**config.mk**
```make
export PLATFORM = sky130hd
export DESIGN_NAME = systolic_matmul
export DESIGN_NICKNAME = d
export VERILOG_FILES = /design/src/rtl/systolic_pkg.sv /design/src/rtl/sa_skew_lane.sv /design/src/rtl/sa_mac_cell.sv /design/src/rtl/sa_mac_grid.sv /design/src/rtl/systolic_matmul.sv
export SDC_FILE = /design/constraint.sdc
export NUM_CORES = 2
export LEC_CHECK = 0
export CORE_AREA = 2 2 444 446
export DETAILED_ROUTE_END_ITERATION = 10
export DIE_AREA = 0 0 446 448
export GPL_ROUTABILITY_DRIVEN = 0
export GPL_TIMING_DRIVEN = 1
export PLACE_DENSITY = 0.71
export SETUP_SLACK_MARGIN = 0.02
export SLEW_MARGIN = 20
export SYNTH_ARGS = -nofsm -noshare
export SYNTH_HDL_FRONTEND = slang
export SYNTH_SLANG_ARGS = --single-unit
```
**constraint.sdc**
```tcl
create_clock -name clk_i -period 6.8 [get_ports clk_i]
set_input_delay 1.02 -clock clk_i [delete_from_list [all_inputs] [get_ports clk_i]]
set_output_delay 1.02 -clock clk_i [all_outputs]
set_load 0.02 [all_outputs]
```
**src/rtl/systolic_pkg.sv**
```systemverilog
package systolic_pkg;
  localparam int unsigned SA_DIM  = 4;
  localparam int unsigned SA_DW   = 8;
  localparam int unsigned SA_AW   = 32;
endpackage

```
**src/rtl/sa_skew_lane.sv**
```systemverilog
module sa_skew_lane #(
  parameter int unsigned DEPTH = 0,
  parameter int unsigned DW    = 8
) (
  input  logic          clk_i,
  input  logic          rst_ni,
  input  logic          valid_i,
  input  logic [DW-1:0] data_i,
  output logic [DW-1:0] data_o
);
  logic [DW-1:0] gated;
  // invalid slots enter as zero so they add nothing downstream
  assign gated = valid_i ? data_i : '0;

  if (DEPTH == 0) begin : g_pass
    assign data_o = gated;
  end else begin : g_dly
    logic [DW-1:0] sr_q [DEPTH];
    always_ff @(posedge clk_i or negedge rst_ni) begin
      if (!rst_ni) begin
        for (int i = 0; i < DEPTH; i++) sr_q[i] <= '0;
      end else begin
        sr_q[0] <= gated;
        for (int i = 1; i < DEPTH; i++) sr_q[i] <= sr_q[i-1];
      end
    end
    assign data_o = sr_q[DEPTH-1];
  end
endmodule

```
**src/rtl/sa_mac_cell.sv**
```systemverilog
module sa_mac_cell #(
  parameter int unsigned DW = 8,
  parameter int unsigned AW = 32
) (
  input  logic                 clk_i,
  input  logic                 rst_ni,
  input  logic                 w_we_i,
  input  logic signed [DW-1:0] w_i,
  input  logic signed [DW-1:0] act_i,
  input  logic signed [AW-1:0] psum_i,
  output logic signed [DW-1:0] act_o,
  output logic signed [AW-1:0] psum_o,
  output logic signed [DW-1:0] weight_o
);
  localparam int unsigned PW = 2 * DW;

  logic signed [DW-1:0] weight_q, act_q;
  logic signed [AW-1:0] psum_q;
  logic signed [PW-1:0] prod;
  logic signed [AW-1:0] prod_ext;

  assign prod     = weight_q * act_i;
  assign prod_ext = {{(AW-PW){prod[PW-1]}}, prod};

  always_ff @(posedge clk_i or negedge rst_ni) begin
    if (!rst_ni) begin
      weight_q <= '0;
      act_q    <= '0;
      psum_q   <= '0;
    end else begin
      if (w_we_i) weight_q <= w_i;
      act_q  <= act_i;
      psum_q <= psum_i + prod_ext;
    end
  end

  assign act_o    = act_q;
  assign psum_o   = psum_q;
  assign weight_o = weight_q;
endmodule

```
**src/rtl/sa_mac_grid.sv**
```systemverilog
module sa_mac_grid #(
  parameter int unsigned N  = 4,
  parameter int unsigned DW = 8,
  parameter int unsigned AW = 32
) (
  input  logic              clk_i,
  input  logic              rst_ni,
  input  logic [N-1:0]      col_we_i,
  input  logic [N*DW-1:0]   w_data_i,
  input  logic [N*DW-1:0]   west_act_i,
  output logic [N*N*DW-1:0] weight_o,
  output logic [N*N*DW-1:0] act_o,
  output logic [N*N*AW-1:0] psum_o
);
  logic signed [DW-1:0] act_q  [N][N];
  logic signed [AW-1:0] psum_q [N][N];
  logic signed [DW-1:0] wgt_q  [N][N];

  for (genvar r = 0; r < N; r++) begin : g_row
    for (genvar c = 0; c < N; c++) begin : g_col
      localparam int unsigned IDX = r * N + c;
      logic signed [DW-1:0] act_in;
      logic signed [AW-1:0] psum_in;

      if (c == 0) begin : g_west
        assign act_in = west_act_i[r*DW +: DW];
      end else begin : g_inner_a
        assign act_in = act_q[r][c-1];
      end

      if (r == 0) begin : g_north
        assign psum_in = '0;
      end else begin : g_inner_p
        assign psum_in = psum_q[r-1][c];
      end

      sa_mac_cell #(.DW(DW), .AW(AW)) u_cell (
        .clk_i    (clk_i),
        .rst_ni   (rst_ni),
        .w_we_i   (col_we_i[c]),
        .w_i      (w_data_i[r*DW +: DW]),
        .act_i    (act_in),
        .psum_i   (psum_in),
        .act_o    (act_q[r][c]),
        .psum_o   (psum_q[r][c]),
        .weight_o (wgt_q[r][c])
      );

      assign weight_o[IDX*DW +: DW] = wgt_q[r][c];
      assign act_o[IDX*DW +: DW]    = act_q[r][c];
      assign psum_o[IDX*AW +: AW]   = psum_q[r][c];
    end
  end
endmodule

```
**src/rtl/systolic_matmul.sv**
```systemverilog
module systolic_matmul
  import systolic_pkg::*;
#(
  parameter int unsigned N  = SA_DIM,
  parameter int unsigned DW = SA_DW,
  parameter int unsigned AW = SA_AW,
  localparam int unsigned CW = (N > 1) ? $clog2(N) : 1
) (
  input  logic              clk_i,
  input  logic              rst_ni,
  input  logic              w_load_i,
  input  logic [CW-1:0]     w_col_i,
  input  logic [N*DW-1:0]   w_data_i,
  input  logic [N-1:0]      act_valid_i,
  input  logic [N*DW-1:0]   act_data_i,
  output logic [N*AW-1:0]   res_o,
  output logic [N*N*DW-1:0] dbg_weight_o,
  output logic [N*N*DW-1:0] dbg_act_o,
  output logic [N*N*AW-1:0] dbg_psum_o
);
  logic [N-1:0]    col_we;
  logic [N*DW-1:0] west_act;

  for (genvar c = 0; c < N; c++) begin : g_we
    assign col_we[c] = w_load_i && (w_col_i == CW'(c));
  end

  for (genvar k = 0; k < N; k++) begin : g_lane
    sa_skew_lane #(.DEPTH(k), .DW(DW)) u_skew (
      .clk_i   (clk_i),
      .rst_ni  (rst_ni),
      .valid_i (act_valid_i[k]),
      .data_i  (act_data_i[k*DW +: DW]),
      .data_o  (west_act[k*DW +: DW])
    );
  end

  sa_mac_grid #(.N(N), .DW(DW), .AW(AW)) u_grid (
    .clk_i      (clk_i),
    .rst_ni     (rst_ni),
    .col_we_i   (col_we),
    .w_data_i   (w_data_i),
    .west_act_i (west_act),
    .weight_o   (dbg_weight_o),
    .act_o      (dbg_act_o),
    .psum_o     (dbg_psum_o)
  );

  // south edge = bottom row of partial sums
  assign res_o = dbg_psum_o[(N-1)*N*AW +: N*AW];
endmodule

```
## Word level (Yosys, flattened, before mapping)

Index checks and enable logic that the tools add are counted.

| operators by class | value |
|---|---|
| $add $sub $neg | 12 |
| $mul | 16 |
| equal/unequal tests | 3 |
| multiplexer cells | 4 |
| reductions and logical operators | 5 |

Operator list:

| cell | count |
|---|---|
| adder 32 x 16 -> 32 bit | 8 |
| multiplier 8 x 8 -> 16 bit | 16 |
| adder 16 x 16 -> 17 bit | 4 |
| 2-to-1 mux 8 bit | 4 |
| equality test 2 bit (second input constant) | 2 |
| logical AND 1 bit | 4 |
| equality test 2 x 1 -> 1 bit (second input constant) | 1 |
| logical NOT 2 bit | 1 |

| word-level totals | value |
|---|---|
| register bits after elaboration | 752 |
| bits of input ports | 73 |
| output and inout bits | 896 |
| logic and storage cells | 94 |

## Logic depth before layout (Yosys ltp)

| logic depth | value |
|---|---|
| depth in word-level cells | 2 |
| mapped depth | 23 |

## Modules after synthesis

A second synthesis with hierarchy kept.

| second synthesis, totals | value |
|---|---|
| cells, all modules | 9979 |
| area total of the unflattened synthesis | 110662.4 µm² |

By module, submodules not included:

| module | times used | cells an instance | area an instance (µm²) |
|---|---|---|---|
| sa_mac_cell (u_grid.g_row[1].g_col[0].u_cell ...) | 9 | 611 | 6775.2 |
| sa_mac_cell (u_grid.g_row[3].g_col[2].u_cell ...) | 2 | 603 | 6739.0 |
| sa_mac_cell (u_grid.g_row[0].g_col[1].u_cell ...) | 2 | 607 | 6715.2 |
| sa_mac_cell (u_grid.g_row[3].g_col[1].u_cell) | 1 | 633 | 6850.3 |
| sa_mac_cell (u_grid.g_row[0].g_col[3].u_cell) | 1 | 601 | 6718.9 |
| sa_mac_cell (u_grid.g_row[0].g_col[0].u_cell) | 1 | 597 | 6683.9 |
| systolic_matmul | 1 | 132 | 998.5 |
| sa_skew_lane (g_lane[3].u_skew) | 1 | 40 | 710.7 |
| sa_skew_lane (g_lane[2].u_skew) | 1 | 32 | 510.5 |
| sa_skew_lane (g_lane[1].u_skew) | 1 | 16 | 250.2 |
| sa_skew_lane (g_lane[0].u_skew) | 1 | 8 | 50.0 |
| sa_mac_grid | 1 | 1 | 3.8 |

## Worst setup path before layout

OpenSTA, ideal clock, no wires.

| path | value |
|---|---|
| kind | register -> register |
| start point | register u_grid.g_row[3].g_col[1].u_cell.act_q[0] |
| end point | register u_grid.g_row[3].g_col[2].u_cell.psum_q[29] |
| arrival time | 6.353 ns |
| path slack | 0.367 ns |
| stages on the path, launching flop included | 20 |
| buffers on the path | 0 |
| period minus slack after synthesis | 6.433 ns |
| path through | dfrtp_1 and2_1 inv_1 fa_1 inv_1 fa_1 fa_1 fa_1 fa_1 ha_1 a31o_2 a41oi_1 o31ai_1 o21ai_1 a21boi_0 a31o_2 a2111oi_2 o21bai_1 a21oi_1 xnor2_1 |

| on the way | value |
|---|---|
| cells in the longest elaborated chain, start to end | 2 |

Ends and longest elaborated chain:

| element | line | source |
|---|---|---|
| start: declaration | sa_mac_cell.sv:17 | `logic signed [DW-1:0] weight_q, act_q;` |
| start signal: assignment | sa_mac_cell.sv:32 | `act_q <= act_i;` |
| multiplier 8 x 8 -> 16 bit | sa_mac_cell.sv:22 | `assign prod = weight_q * act_i;` |
| adder 32 x 16 -> 32 bit | sa_mac_cell.sv:33 | `psum_q <= psum_i + prod_ext;` |
| end signal: assignment | sa_mac_cell.sv:33 |  |
| end: declaration | sa_mac_cell.sv:18 | `logic signed [AW-1:0] psum_q;` |

Every way passes these cells.
A chain may end at the register's enable or synchronous reset.

## Worst setup path after layout

| path | value |
|---|---|
| start point | register u_grid.g_row[3].g_col[0].u_cell.weight_q[7] |
| end point | register u_grid.g_row[3].g_col[0].u_cell.psum_q[31] |

| on the way | value |
|---|---|
| cells in the longest elaborated chain, start to end | 2 |

Ends and longest elaborated chain:

| element | line | source |
|---|---|---|
| start: declaration | sa_mac_cell.sv:17 |  |
| start signal: assignment | sa_mac_cell.sv:31 | `if (w_we_i) weight_q <= w_i;` |
| multiplier 8 x 8 -> 16 bit | sa_mac_cell.sv:22 |  |
| adder 32 x 16 -> 32 bit | sa_mac_cell.sv:33 |  |
| end signal: assignment | sa_mac_cell.sv:33 |  |
| end: declaration | sa_mac_cell.sv:18 |  |

Every way passes these cells.

==> metrics.log <==
[metrics] status: finished clean
[metrics] Crit. path cell count: 19
[metrics] Final Max Slew Viols: 0
[metrics] core region area: 195000 sq um
[metrics] Worst R2R Start: u_grid.g_row[3].g_col[0].u_cell.weight_o[7]
[metrics] final-layout setup total negative slack: 0 ps
[metrics] insertion delay to the later sink of the worst-skew pair: 740 ps
[metrics] growth of design area from synthesis to finish: 18.4%
[metrics] Synth Cell Area: 77700 sq um
[metrics] number of enable flip-flop cells after synthesis: 0
[metrics] Crit Path Max Fanout: 10
[metrics] Max Freq: 159 MHz
[metrics] total track usage: 22.8%
[metrics] number of nets in the layout: 10144
[metrics] layout cell share with drive strength beyond 1: 4.65%
[metrics] master of the slowest instance on the critical path: fa_1
[metrics] pin count of the biggest net entering global routing: 167
[metrics] multi-input logic area: 52400 sq um
[metrics] number of instances in the synthesized netlist: 7144
[metrics] # setup viols final: 0
[metrics] worst-path cell chain: nand2_1 -> fa_1 -> fa_1 -> inv_1 -> fa_1 -> inv_1 -> fa_1 -> inv_1 -> ha_1 -> ha_1 -> a21o_1 -> a21oi_1 -> o21bai_1 -> a21o_1 -> a311oi_2 -> a211oi_1 -> a211o_1 -> a21oi_1 -> xnor2_1
[metrics] WL final: 225000 um
[metrics] count of input and output buffers: 968
[metrics] reg-to-reg endpoint: u_grid.g_row[3].g_col[0].u_cell.psum_o[31]
[metrics] clock skew: 45.6 ps
[metrics] hold crit path type: input pin to async pin
[metrics] global-route wire length before repair: 344000 um
[metrics] CTS root buffer: clkbuf_16
[metrics] buffer and inverter count on the worst path: 3
[metrics] clock buffer count from CTS: 90
[metrics] RSZ-0062 raised after global routing: no
[metrics] drt wl/cell: 21.3 um
[metrics] top cell type by total area after synthesis: fa_1
[metrics] post-detailed-route via-to-cell ratio: 4.95
[metrics] number of iterations in the first detailed-routing pass: 6
[metrics] overall via count from detail_route: 52193
[metrics] clk slew on worst S/H paths: 60 ps
[metrics] total I/O pin count: 969
[metrics] share of synthesized area occupied by flip-flops and latches: 22.3%
[metrics] count of routing violations after the opening detailed-route iteration: 2971
[metrics] delay contributed by the slowest stage of the critical path: 910 ps
[metrics] slew of the pin with the lowest slew margin: 1040 ps
[metrics] share of async-settable or async-resettable flops after synthesis: 100%
[metrics] mean instance size in the synthesized netlist: 10.9 sq um
[metrics] Die Area: 200000 sq um
[metrics] number of standard-cell rows in the floorplan: 162
[metrics] most area-consuming cells after synthesis: fa_1 (36%), dfrtp_1 (22%), ha_1 (12%)
[metrics] Critical Path Source: u_grid.g_row[3].g_col[0].u_cell.weight_o[7]
[metrics] number of nets produced by synthesis: 9361
[metrics] min Tclk post-route: 6290 ps
[metrics] required arrival time at the worst endpoint: 7420 ps
[metrics] clock tree sinks: 692
[metrics] #FFs+latches synth: 692
[metrics] flop-to-flop setup slack: 510 ps
[metrics] CTS tree: done
[metrics] max_slew headroom: 30.9%
[metrics] most repeated library cell on the critical path: fa_1
[metrics] Die Span X: 446 um
[metrics] Distinct cells, synth: 75
[metrics] synthesis warning total: 0
[metrics] die height: 448 um
[metrics] CP arrival: 6910 ps
[metrics] primary flip-flop cell chosen by synthesis mapping: dfrtp_1
[metrics] area of all sequential standard cells: 17300 sq um
[metrics] category of the critical setup timing path: register to register
[metrics] category of the worst setup path capture point: register
[metrics] overflow left after global routing: 0
[metrics] count of cells along the worst register-to-register path: 19
[metrics] Initial Util: 39.9%
[metrics] final hold violation count: 0
[metrics] kind of start point of the critical path: register
[metrics] antenna-violating nets left: 0
[metrics] crit path capture: u_grid.g_row[3].g_col[0].u_cell.psum_o[31]
[metrics] total of fill cells in the finished design: 17633
[metrics] Bufs on Longest Clock Path: 3
[metrics] H-tree level count: 3
[metrics] final period utilization: 92.5%
[metrics] max capacitance violation total: 0
[metrics] dpl hpwl: 190000 um
[metrics] cell class contributing the biggest share of worst-path delay: adder cells
[metrics] antenna violations before repair: 6
[metrics] vias in the first global route: 57271
[metrics] fraction of synthesized cell area taken by the top area cell type: 36.2%
[metrics] DRC violation count after routing: 0
[worst register-to-register path: stages (launching register included)]
cell and delay, ps:
dfrtp_1 520, nand2_1 220, fa_1 670, fa_1 910
inv_1 150, fa_1 500, inv_1 50, fa_1 480
inv_1 40, ha_1 260, ha_1 330, a21o_1 180
a21oi_1 260, o21bai_1 90, a21o_1 200, a311oi_2 520
a211oi_1 170, a211o_1 290, a21oi_1 170, xnor2_1 160
[Yosys cell counts, types with 44 or more instances]
cell	n
o21bai_1	44
buf_4	252
clkbuf_1	63
o21ai_0	116
inv_1	1549
fa_1	1404
ha_1	740
dfrtp_1	692
xnor2_1	251
nor2_1	192
nand2_1	468
and3_1	49
xor2_1	53
mux2_2	129
a21o_1	73
and2_1	540
nand2b_1	68
a21oi_1	159
[cells in the final DEF (no fill, tap or decap), drive strengths merged, types with 13 or more instances in the layout]
master	instances
a211oi	14
a21boi	20
a21o	73
a21oi	161
a31oi	13
and2	540
and3	49
buf	47
clkbuf	116
clkdlybuf4s50	967
clkinv	28
dfrtp	692
fa	1404
ha	740
inv	1556
mux2	129
nand2	468
nand2b	68
nand3	23
nor2	192
nor2b	32
nor3	31
o21ai	121
o21bai	44
o31ai	15
xnor2	251
xor2	53
[cell type report]
cell class | instances | area share (%)
Antenna cell | 1 | 0.00272
Clock buffer | 116 | 2.75
Clock inverter | 49 | 0.706
Inverter | 1557 | 6.35
Multi-Input combinational cell | 4572 | 57.0
Sequential cell | 692 | 18.8
Tap cell | 2542 | 3.46
Timing Repair Buffer | 1014 | 11.0
[through the flow]
step	instances	hold WS (ps)	instance area, sq um	setup WS (ps)	util (%)
final	10543	277	92000	511	47.3
after global routing	10543	275	92000	93.5	47.3
after CTS	10542	229	92000	424	47.3
after detailed placement	10377	335	88900	505	45.7
after global placement	10377	331	88900	631	45.7
after floorplan	7144	331	77700	367	-
[state kept, by name (all words and copies together) (netlist names)]
register and flops:
u_grid.g_row.g_col.u_cell.psum_o 388, g_lane.u_skew.data_o 24, g_lane.u_skew.g_dly.sr_q 24, u_grid.g_row.g_col.u_cell.act_o 128
u_grid.g_row.g_col.u_cell.weight_o 128
[logic make-up (layout without fill, tap and decap cells)]
family | after synthesis | after routing | share of synthesized area [%]
adders and majority gates | 2144 | 2144 | 48.1
buffers and inverters | 1880 | 2736 | 10.3
and+or+nand+nor | 1453 | 1453 | 9.55
DFF | 692 | 692 | 22.3
AOI/OAI and AO/OA | 541 | 541 | 4.50
xor gates and xnor gates | 304 | 304 | 3.43
muxes | 130 | 130 | 1.88
other | 0 | 1 | 0
[per-layer routing]
metal  up-vias  wire length [um]  GRT usage (%)
met2      1690            106000           37.6
met5         -                16              0
met1     26897             86600           27.2
met4         2             20500           17.1
met3       534             11400           3.19
li1      23070                 -              -
[worst min-delay path by stage]
stage / endpoint / cells past startpoint / from / slack, ps
after floorplan: g_lane[2].u_skew.data_o[0] / 0 / g_lane[2].u_skew.g_dly.sr_q[8] / 330
after global placement: g_lane[2].u_skew.data_o[7] / 0 / g_lane[2].u_skew.g_dly.sr_q[15] / 330
after detailed placement: g_lane[2].u_skew.data_o[1] / 0 / g_lane[2].u_skew.g_dly.sr_q[9] / 330
after CTS: u_grid.g_row[1].g_col[3].u_cell.psum_o[12] / 1 / rst_ni / 230
after global routing: u_grid.g_row[1].g_col[3].u_cell.act_o[4] / 1 / rst_ni / 280
final: u_grid.g_row[1].g_col[3].u_cell.psum_o[11] / 1 / rst_ni / 280
[repair_timing]
action	CTS	global route
hold buffers	0	0
buffers inserted	0	0
setup endpoints to repair	0	1
gates resized for setup	0	1
endpoints found under the hold margin	0	0
Power is not shown: default switching activity piles up to over one toggle a cycle in this logic, so the estimate is an artifact.
